File: src/rtl/acc_sub_pkg.sv
package acc_sub_pkg;

   typedef enum logic [3:0] {
      OP_IDLE   = 4'd0,
      OP_LOAD   = 4'd1,
      OP_SUBW   = 4'd2,
      OP_SUBH   = 4'd3,
      OP_SUBBRW = 4'd4,
      OP_DSTEPH = 4'd5,
      OP_DSTEPW = 4'd6,
      OP_BTEST  = 4'd7,
      OP_NTEST  = 4'd8,
      OP_ADDPR  = 4'd9
   } acc_op_e;

   typedef struct packed {
      logic acc_we;
      logic c_we;
      logic tc_we;
   } upd_en_s;

endpackage

File: src/rtl/acc_sub_arith.sv
module acc_sub_arith
   import acc_sub_pkg::*;
#(
   parameter int ACC_W  = 32,
   parameter int HALF_W = 16
) (
   input  acc_op_e          op,
   input  logic [ACC_W-1:0] acc_cur,
   input  logic [ACC_W-1:0] opnd,
   input  logic [ACC_W-1:0] prod,
   input  logic             c_cur,
   output logic [ACC_W-1:0] acc_nxt,
   output logic             acc_we,
   output logic             c_nxt,
   output logic             c_we
);

   localparam int DSH = HALF_W - 1;
   localparam int SW  = ACC_W + 1;

   initial begin
      if (ACC_W < 4)       $error("acc_sub_arith: ACC_W too small");
      if (HALF_W < 2)      $error("acc_sub_arith: HALF_W too small");
      if (HALF_W > ACC_W)  $error("acc_sub_arith: HALF_W exceeds ACC_W");
   end

   logic [ACC_W-1:0] half_ext;

   generate
      if (HALF_W < ACC_W) begin : g_zext
         assign half_ext = {{(ACC_W-HALF_W){1'b0}}, opnd[HALF_W-1:0]};
      end else begin : g_full
         assign half_ext = opnd;
      end
   endgenerate

   logic [ACC_W-1:0] sub_a;
   logic [ACC_W-1:0] sub_b;
   logic             sub_cin;
   logic [SW-1:0]    sub_sum;
   logic [SW-1:0]    add_sum;
   logic             no_borrow;

   always_comb begin
      sub_a   = acc_cur;
      sub_b   = opnd;
      sub_cin = 1'b1;
      unique case (op)
         OP_SUBH:   sub_b   = half_ext;
         OP_SUBBRW: sub_cin = c_cur;
         OP_DSTEPH: sub_b   = half_ext << DSH;
         OP_DSTEPW: sub_a   = {acc_cur[ACC_W-2:0], prod[ACC_W-1]};
         default:   ;
      endcase
   end

   assign sub_sum   = {1'b0, sub_a} + {1'b0, ~sub_b} + SW'(sub_cin);
   assign no_borrow = sub_sum[ACC_W];
   assign add_sum   = {1'b0, acc_cur} + {1'b0, prod};

   always_comb begin
      acc_nxt = acc_cur;
      acc_we  = 1'b0;
      c_nxt   = c_cur;
      c_we    = 1'b0;
      case (op)
         OP_LOAD: begin
            acc_nxt = opnd;
            acc_we  = 1'b1;
         end
         OP_SUBW, OP_SUBH, OP_SUBBRW: begin
            acc_nxt = sub_sum[ACC_W-1:0];
            acc_we  = 1'b1;
            c_nxt   = no_borrow;
            c_we    = 1'b1;
         end
         OP_DSTEPH: begin
            acc_nxt = no_borrow ? {sub_sum[ACC_W-2:0], 1'b1}
                                : {acc_cur[ACC_W-2:0], 1'b0};
            acc_we  = 1'b1;
            c_nxt   = no_borrow;
            c_we    = 1'b1;
         end
         OP_DSTEPW: begin
            acc_nxt = no_borrow ? sub_sum[ACC_W-1:0] : sub_a;
            acc_we  = 1'b1;
            c_nxt   = no_borrow;
            c_we    = 1'b1;
         end
         OP_ADDPR: begin
            acc_nxt = add_sum[ACC_W-1:0];
            acc_we  = 1'b1;
            c_nxt   = add_sum[ACC_W];
            c_we    = 1'b1;
         end
         default: ;
      endcase
   end

endmodule

File: src/rtl/acc_tc_eval.sv
module acc_tc_eval
   import acc_sub_pkg::*;
#(
   parameter int ACC_W = 32,
   localparam int IDX_W = $clog2(ACC_W)
) (
   input  acc_op_e          op,
   input  logic [ACC_W-1:0] acc_cur,
   input  logic [ACC_W-1:0] opnd,
   input  logic [IDX_W-1:0] bit_sel,
   output logic             tc_nxt,
   output logic             tc_we
);

   initial begin
      if (ACC_W < 4) $error("acc_tc_eval: ACC_W too small");
   end

   logic bit_val;
   logic acc_zero;
   logic sign_redund;

   generate
      if ((1 << IDX_W) == ACC_W) begin : g_pow2
         assign bit_val = opnd[bit_sel];
      end else begin : g_range
         assign bit_val = (int'(bit_sel) < ACC_W) ? opnd[bit_sel] : 1'b0;
      end
   endgenerate

   assign acc_zero    = (acc_cur == '0);
   assign sign_redund = acc_cur[ACC_W-1] ^ acc_cur[ACC_W-2];

   always_comb begin
      tc_nxt = 1'b0;
      tc_we  = 1'b0;
      case (op)
         OP_BTEST: begin
            tc_nxt = bit_val;
            tc_we  = 1'b1;
         end
         OP_NTEST: begin
            tc_nxt = acc_zero | sign_redund;
            tc_we  = 1'b1;
         end
         default: ;
      endcase
   end

endmodule

File: src/rtl/acc_flag_bit.sv
module acc_flag_bit (
   input  logic clk,
   input  logic rst_n,
   input  logic force_one,
   input  logic force_zero,
   input  logic upd_we,
   input  logic upd_val,
   output logic q
);

   always_ff @(posedge clk or negedge rst_n) begin
      if (!rst_n)          q <= 1'b0;
      else if (force_one)  q <= 1'b1;
      else if (force_zero) q <= 1'b0;
      else if (upd_we)     q <= upd_val;
   end


   flag_force_one_chk: assert property (@(posedge clk) disable iff (!rst_n)
      force_one |=> q);


   flag_force_zero_chk: assert property (@(posedge clk) disable iff (!rst_n)
      (force_zero && !force_one) |=> !q);


   flag_hold_chk: assert property (@(posedge clk) disable iff (!rst_n)
      (!force_one && !force_zero && !upd_we) |=> $stable(q));

endmodule

File: src/rtl/acc_sub_flag_unit.sv
module acc_sub_flag_unit
   import acc_sub_pkg::*;
#(
   parameter int ACC_W  = 32,
   parameter int HALF_W = 16,
   localparam int IDX_W = $clog2(ACC_W)
) (
   input  logic             clk,
   input  logic             rst_n,
   input  logic [3:0]       op_code,
   input  logic [ACC_W-1:0] mem_opnd,
   input  logic [ACC_W-1:0] p_val,
   input  logic [IDX_W-1:0] bit_sel,
   input  logic             c_set,
   input  logic             c_clr,
   input  logic             tc_set,
   input  logic             tc_clr,
   output logic [ACC_W-1:0] acc,
   output logic             c_flag,
   output logic             tc_flag
);

   acc_op_e          op;
   upd_en_s          upd;
   logic [ACC_W-1:0] acc_nxt;
   logic             c_nxt;
   logic             tc_nxt;

   assign op = acc_op_e'(op_code);

   acc_sub_arith #(.ACC_W(ACC_W), .HALF_W(HALF_W)) arith_i (
      .op      (op),
      .acc_cur (acc),
      .opnd    (mem_opnd),
      .prod    (p_val),
      .c_cur   (c_flag),
      .acc_nxt (acc_nxt),
      .acc_we  (upd.acc_we),
      .c_nxt   (c_nxt),
      .c_we    (upd.c_we)
   );

   acc_tc_eval #(.ACC_W(ACC_W)) tc_eval_i (
      .op      (op),
      .acc_cur (acc),
      .opnd    (mem_opnd),
      .bit_sel (bit_sel),
      .tc_nxt  (tc_nxt),
      .tc_we   (upd.tc_we)
   );

   always_ff @(posedge clk or negedge rst_n) begin
      if (!rst_n)          acc <= '0;
      else if (upd.acc_we) acc <= acc_nxt;
   end

   acc_flag_bit c_bit_i (
      .clk        (clk),
      .rst_n      (rst_n),
      .force_one  (c_set),
      .force_zero (c_clr),
      .upd_we     (upd.c_we),
      .upd_val    (c_nxt),
      .q          (c_flag)
   );

   acc_flag_bit tc_bit_i (
      .clk        (clk),
      .rst_n      (rst_n),
      .force_one  (tc_set),
      .force_zero (tc_clr),
      .upd_we     (upd.tc_we),
      .upd_val    (tc_nxt),
      .q          (tc_flag)
   );


   acc_idle_hold_chk: assert property (@(posedge clk) disable iff (!rst_n)
      (op_code == 4'd0 || op_code > 4'd9) |=> $stable(acc));


   acc_test_hold_chk: assert property (@(posedge clk) disable iff (!rst_n)
      (op_code == 4'd7 || op_code == 4'd8) |=> $stable(acc));


   norm_zero_tc_chk: assert property (@(posedge clk) disable iff (!rst_n)
      (op_code == 4'd8 && acc == '0 && !tc_clr) |=> tc_flag);


   load_value_chk: assert property (@(posedge clk) disable iff (!rst_n)
      (op_code == 4'd1) |=> (acc == $past(mem_opnd)));

endmodule

File: config.mk
export PLATFORM = sky130hd
export DESIGN_NAME = acc_sub_flag_unit
export DESIGN_NICKNAME = d
export VERILOG_FILES = /design/src/rtl/acc_sub_pkg.sv /design/src/rtl/acc_sub_arith.sv /design/src/rtl/acc_tc_eval.sv /design/src/rtl/acc_flag_bit.sv /design/src/rtl/acc_sub_flag_unit.sv
export SDC_FILE = /design/constraint.sdc
export NUM_CORES = 1
export LEC_CHECK = 0
export ABC_AREA = 0
export BUFFER_PORTS_ARGS = -buffer_cell sky130_fd_sc_hd__buf_2
export CORE_AREA = 10 10 117 119
export DETAILED_ROUTE_END_ITERATION = 16
export DIE_AREA = 0 0 127 129
export PLACE_DENSITY = 0.88
export SLEW_MARGIN = 15
export SYNTH_ARGS = -nofsm -noshare
export SYNTH_HDL_FRONTEND = slang
export SYNTH_SLANG_ARGS = --single-unit
File: constraint.sdc
create_clock -name clk -period 6.31 [get_ports clk]
set_input_delay 0.631 -clock clk [delete_from_list [all_inputs] [get_ports clk]]
set_output_delay 0.631 -clock clk [all_outputs]
set_load 0.02 [all_outputs]
==> metrics.txt <==
status=completed; Reg area=850.8 µm²; Critical path destination=acc[31]$_DFFE_PN0P_; Ant. Diodes=0; Gates resized, CTS repair=0; Syn Nets=1070; CTS Buf Count=5; wirelength, routed=25100 µm; clk_lat worst skew=0.29 ns; Final Cell Area=7496 µm²; commonest non-fill, non-tap cell in the layout=nand2_1; most used routing layer in global routing=met2; Worst setup SP type=input pin; CP startpoint=op_code[2]; Min-Delay Path Class=input pin to asynchronous set/reset pin; VDD IR max=0.1566 mV; clk slew on worst S/H paths=0.06 ns; Final WS setup=1.145 ns; Clock Skew=0.005266 ns; Final setup viols=0; per-cell routed wire length=21.86 µm; placed inst area=7327 µm²; critical path data arrival time=5.34 ns; Tightest Pin Transition=0.9531 ns; max-slew violation count=0; Layout area overhead=11.96%; Tcrit/Tclk final=81.86%; leakage power=3.379 nW; post-synthesis average cell area=7.246 µm²; Iter 0 DRT Violations=1224; crit-path max FO=28; Cell Area, Synth=6695 µm²; crit-path leading delay family=simple AND/OR/NAND/NOR gates; Synth Warn #=0; row cnt=39; critical setup path kind=input pin to flop; CTS tree=built; Routed Antenna Nets=0; slowest cell on the critical path=and3b_1; worst reg2reg startpoint=c_bit_i.q$_DFFE_PN0P_; cts hold-fix bufs=0; H-tree Lvls=2; clock root cell=clkbuf_16; grt ovf=0; Die Y=129 µm; routability congestion estimate from global placement=1.005; number of flops mapped to enable cells by yosys=0; Netlist cell types=70; Cell Pwr Density=311.2 nW/µm²; first-pass detailed-route iteration total=6; initial antenna violation count=0; dpl ws=1.047 ns; post-route minimum period=5.165 ns; core area=11320 µm²; placed wire-length estimate=19590 µm; GRT met3 Usage=8.871%; share of layout cells above drive strength 1=16.42%; global routing usage on met2=42.77%; max_slew headroom=36.23%; R2R Setup Slk=1.92 ns; most frequent cells in the layout=nand2_1, buf_2, a21oi_1; grt met1 use=38.04%; die width=127 µm; CP bufs+invs=3; clk buf depth=2; Crit path largest cell delay=0.76 ns; worst endpoint required time=6.48 ns; pin count of the biggest net entering global routing=45; num ports=113; max-cap violation count=0; sequential area share after synthesis=12.71%; DRC=0; Synth Flop Type=dfrtp_1; Final Hold Fails=0; fillers=1001; f_max=193.6 MHz; # clock sinks=34; reg2reg end=acc[31]$_DFFE_PN0P_; vias in the first global route=7348; via count=8084; crit-path cells=buf_2 -> nor2b_1 -> and3b_1 -> buf_4 -> nand2_1 -> nand2_1 -> ha_1 -> and4_1 -> a221oi_2 -> o2bb2ai_1 -> a2111oi_2 -> or2_1 -> buf_4 -> nor2_1 -> a221o_1 -> a221o_1; Setup TNS=0 ns; Async S/R FF share, synth=100.0%; Post-Synthesis Cells=924; RSZ-0062 raised after global routing=no; Multi-input gate area=5600 µm²; Worst path depth=16; first-pass GRT wire length=38980 µm; Synth Register Bits=34; Nets=1150; GRT Util Overall=28.95%; setup repair bufs after CTS=0; port bufs=112; R2R depth=13; Initial Util=59.14%; DR vias/cell=7.042; Die ar.=16380 µm²; CP endpoint kind=flop
layout make-up:
| class | instances | share of cell area [%] |
|---|---|---|
| flip-flops and latches | 34 | 11.35 |
| repair buffers | 125 | 8.780 |
| clock buffers | 8 | 2.220 |
| multi-input cells | 827 | 74.71 |
| inverters | 11 | 0.5508 |
| well taps | 143 | 2.387 |
per-stage QoR:
step / instances / power [mW] / util [%] / hold slack (ns)
6_report: 1148 / 2.333 / 66.21 / 0.4189
5_1_grt: 1148 / 2.472 / 66.21 / 0.4891
4_1_cts: 1148 / 2.260 / 66.19 / 0.4511
3_5_place_dp: 1140 / 1.979 / 64.72 / 0.5910
3_3_place_gp: 1140 / 1.959 / 64.72 / 0.5732
2_1_floorplan: 924 / 1.530 / - / 0.3354
per-layer routing:
metal	vias up	share of wire (%)
met2	713	41
met3	105	17
met1	3593	38
met5	-	0
li1	3673	-
met4	0	4.6
sequential cells by signal, indices dropped and copies added, names as in the netlist:
register,count
acc,32
c_bit_i.q,1
tc_bit_i.q,1
report_power, final:
group / internal [mW] / switching (mW) / total [mW]
registers: 0.265 / 0.131 / 0.396
logic: 0.626 / 1.04 / 1.66
clock network: 0.179 / 0.0946 / 0.273
logic make-up (layout without fill, tap and decap cells):
kind of cell	after synthesis	after routing	synth area share, %
multiplexers	16	16	4.280
AND/OR/NAND/NOR	337	337	22.99
XOR/XNOR	53	53	6.933
adder cells (fa/ha/maj)	67	67	12.86
AO/OA/AOI/OAI	354	354	36.35
buffers and inverters	63	144	3.887
flip-flops	34	34	12.71
worst min path at each step:
stage / start / endpoint / cells after the start
finish: rst_n / acc[2]$_DFFE_PN0P_ / 1
global route: rst_n / acc[2]$_DFFE_PN0P_ / 1
CTS: rst_n / acc[2]$_DFFE_PN0P_ / 1
detailed placement: c_bit_i.q$_DFFE_PN0P_ / c_bit_i.q$_DFFE_PN0P_ / 2
global placement: c_bit_i.q$_DFFE_PN0P_ / c_bit_i.q$_DFFE_PN0P_ / 2
floorplan: rst_n / acc[0]$_DFFE_PN0P_ / 0
worst reg2reg max path, stage by stage (launching register included):
cell and delay [ns]:
dfrtp_1 0.43, nand3b_1 0.26, fa_1 0.53, fa_1 0.50
a211oi_2 0.29, o211ai_2 0.17, a21oi_2 0.22, a21oi_4 0.11
a2111oi_2 0.48, or2_1 0.17, buf_4 0.23, nor2_1 0.25
a221o_1 0.37, a221o_1 0.26
cell usage after synthesis, drive strengths merged (2+ instances only):
cell type | count | area share, %
nand2 | 173 | 9.7
a21oi | 79 | 6.2
o21ai | 71 | 5.4
ha | 64 | 12
nor2 | 47 | 2.6
clkbuf | 39 | 2.2
dfrtp | 34 | 13
xnor2 | 32 | 4.2
a22oi | 29 | 3.3
nor3 | 26 | 1.9
a21o | 25 | 2.8
a221oi | 21 | 3.0
xor2 | 21 | 2.7
a221o | 17 | 2.5
a31oi | 15 | 1.6
nand3 | 14 | 1.0
o21a | 14 | 1.6
buf | 13 | 1.1
nor2b | 13 | 1.2
a211oi | 12 | 1.4
o211ai | 12 | 1.4
or3 | 12 | 1.1
inv | 11 | 0.62
mux4 | 10 | 3.4
nand4 | 10 | 0.93
o22ai | 10 | 0.93
o21bai | 8 | 0.90
and3 | 7 | 0.65
nor4 | 7 | 0.65
o31ai | 7 | 0.78
a2111oi | 6 | 0.88
a21boi | 5 | 0.56
a22o | 5 | 0.65
and2 | 5 | 0.47
mux2i | 5 | 0.75
nand2b | 5 | 0.47
nand3b | 5 | 0.56
o2bb2ai | 5 | 0.65
nor3b | 4 | 0.52
a311oi | 3 | 0.39
fa | 3 | 0.90
o221ai | 3 | 0.39
or2 | 3 | 0.28
and4 | 2 | 0.26
(Power assumes the default switching activity.)
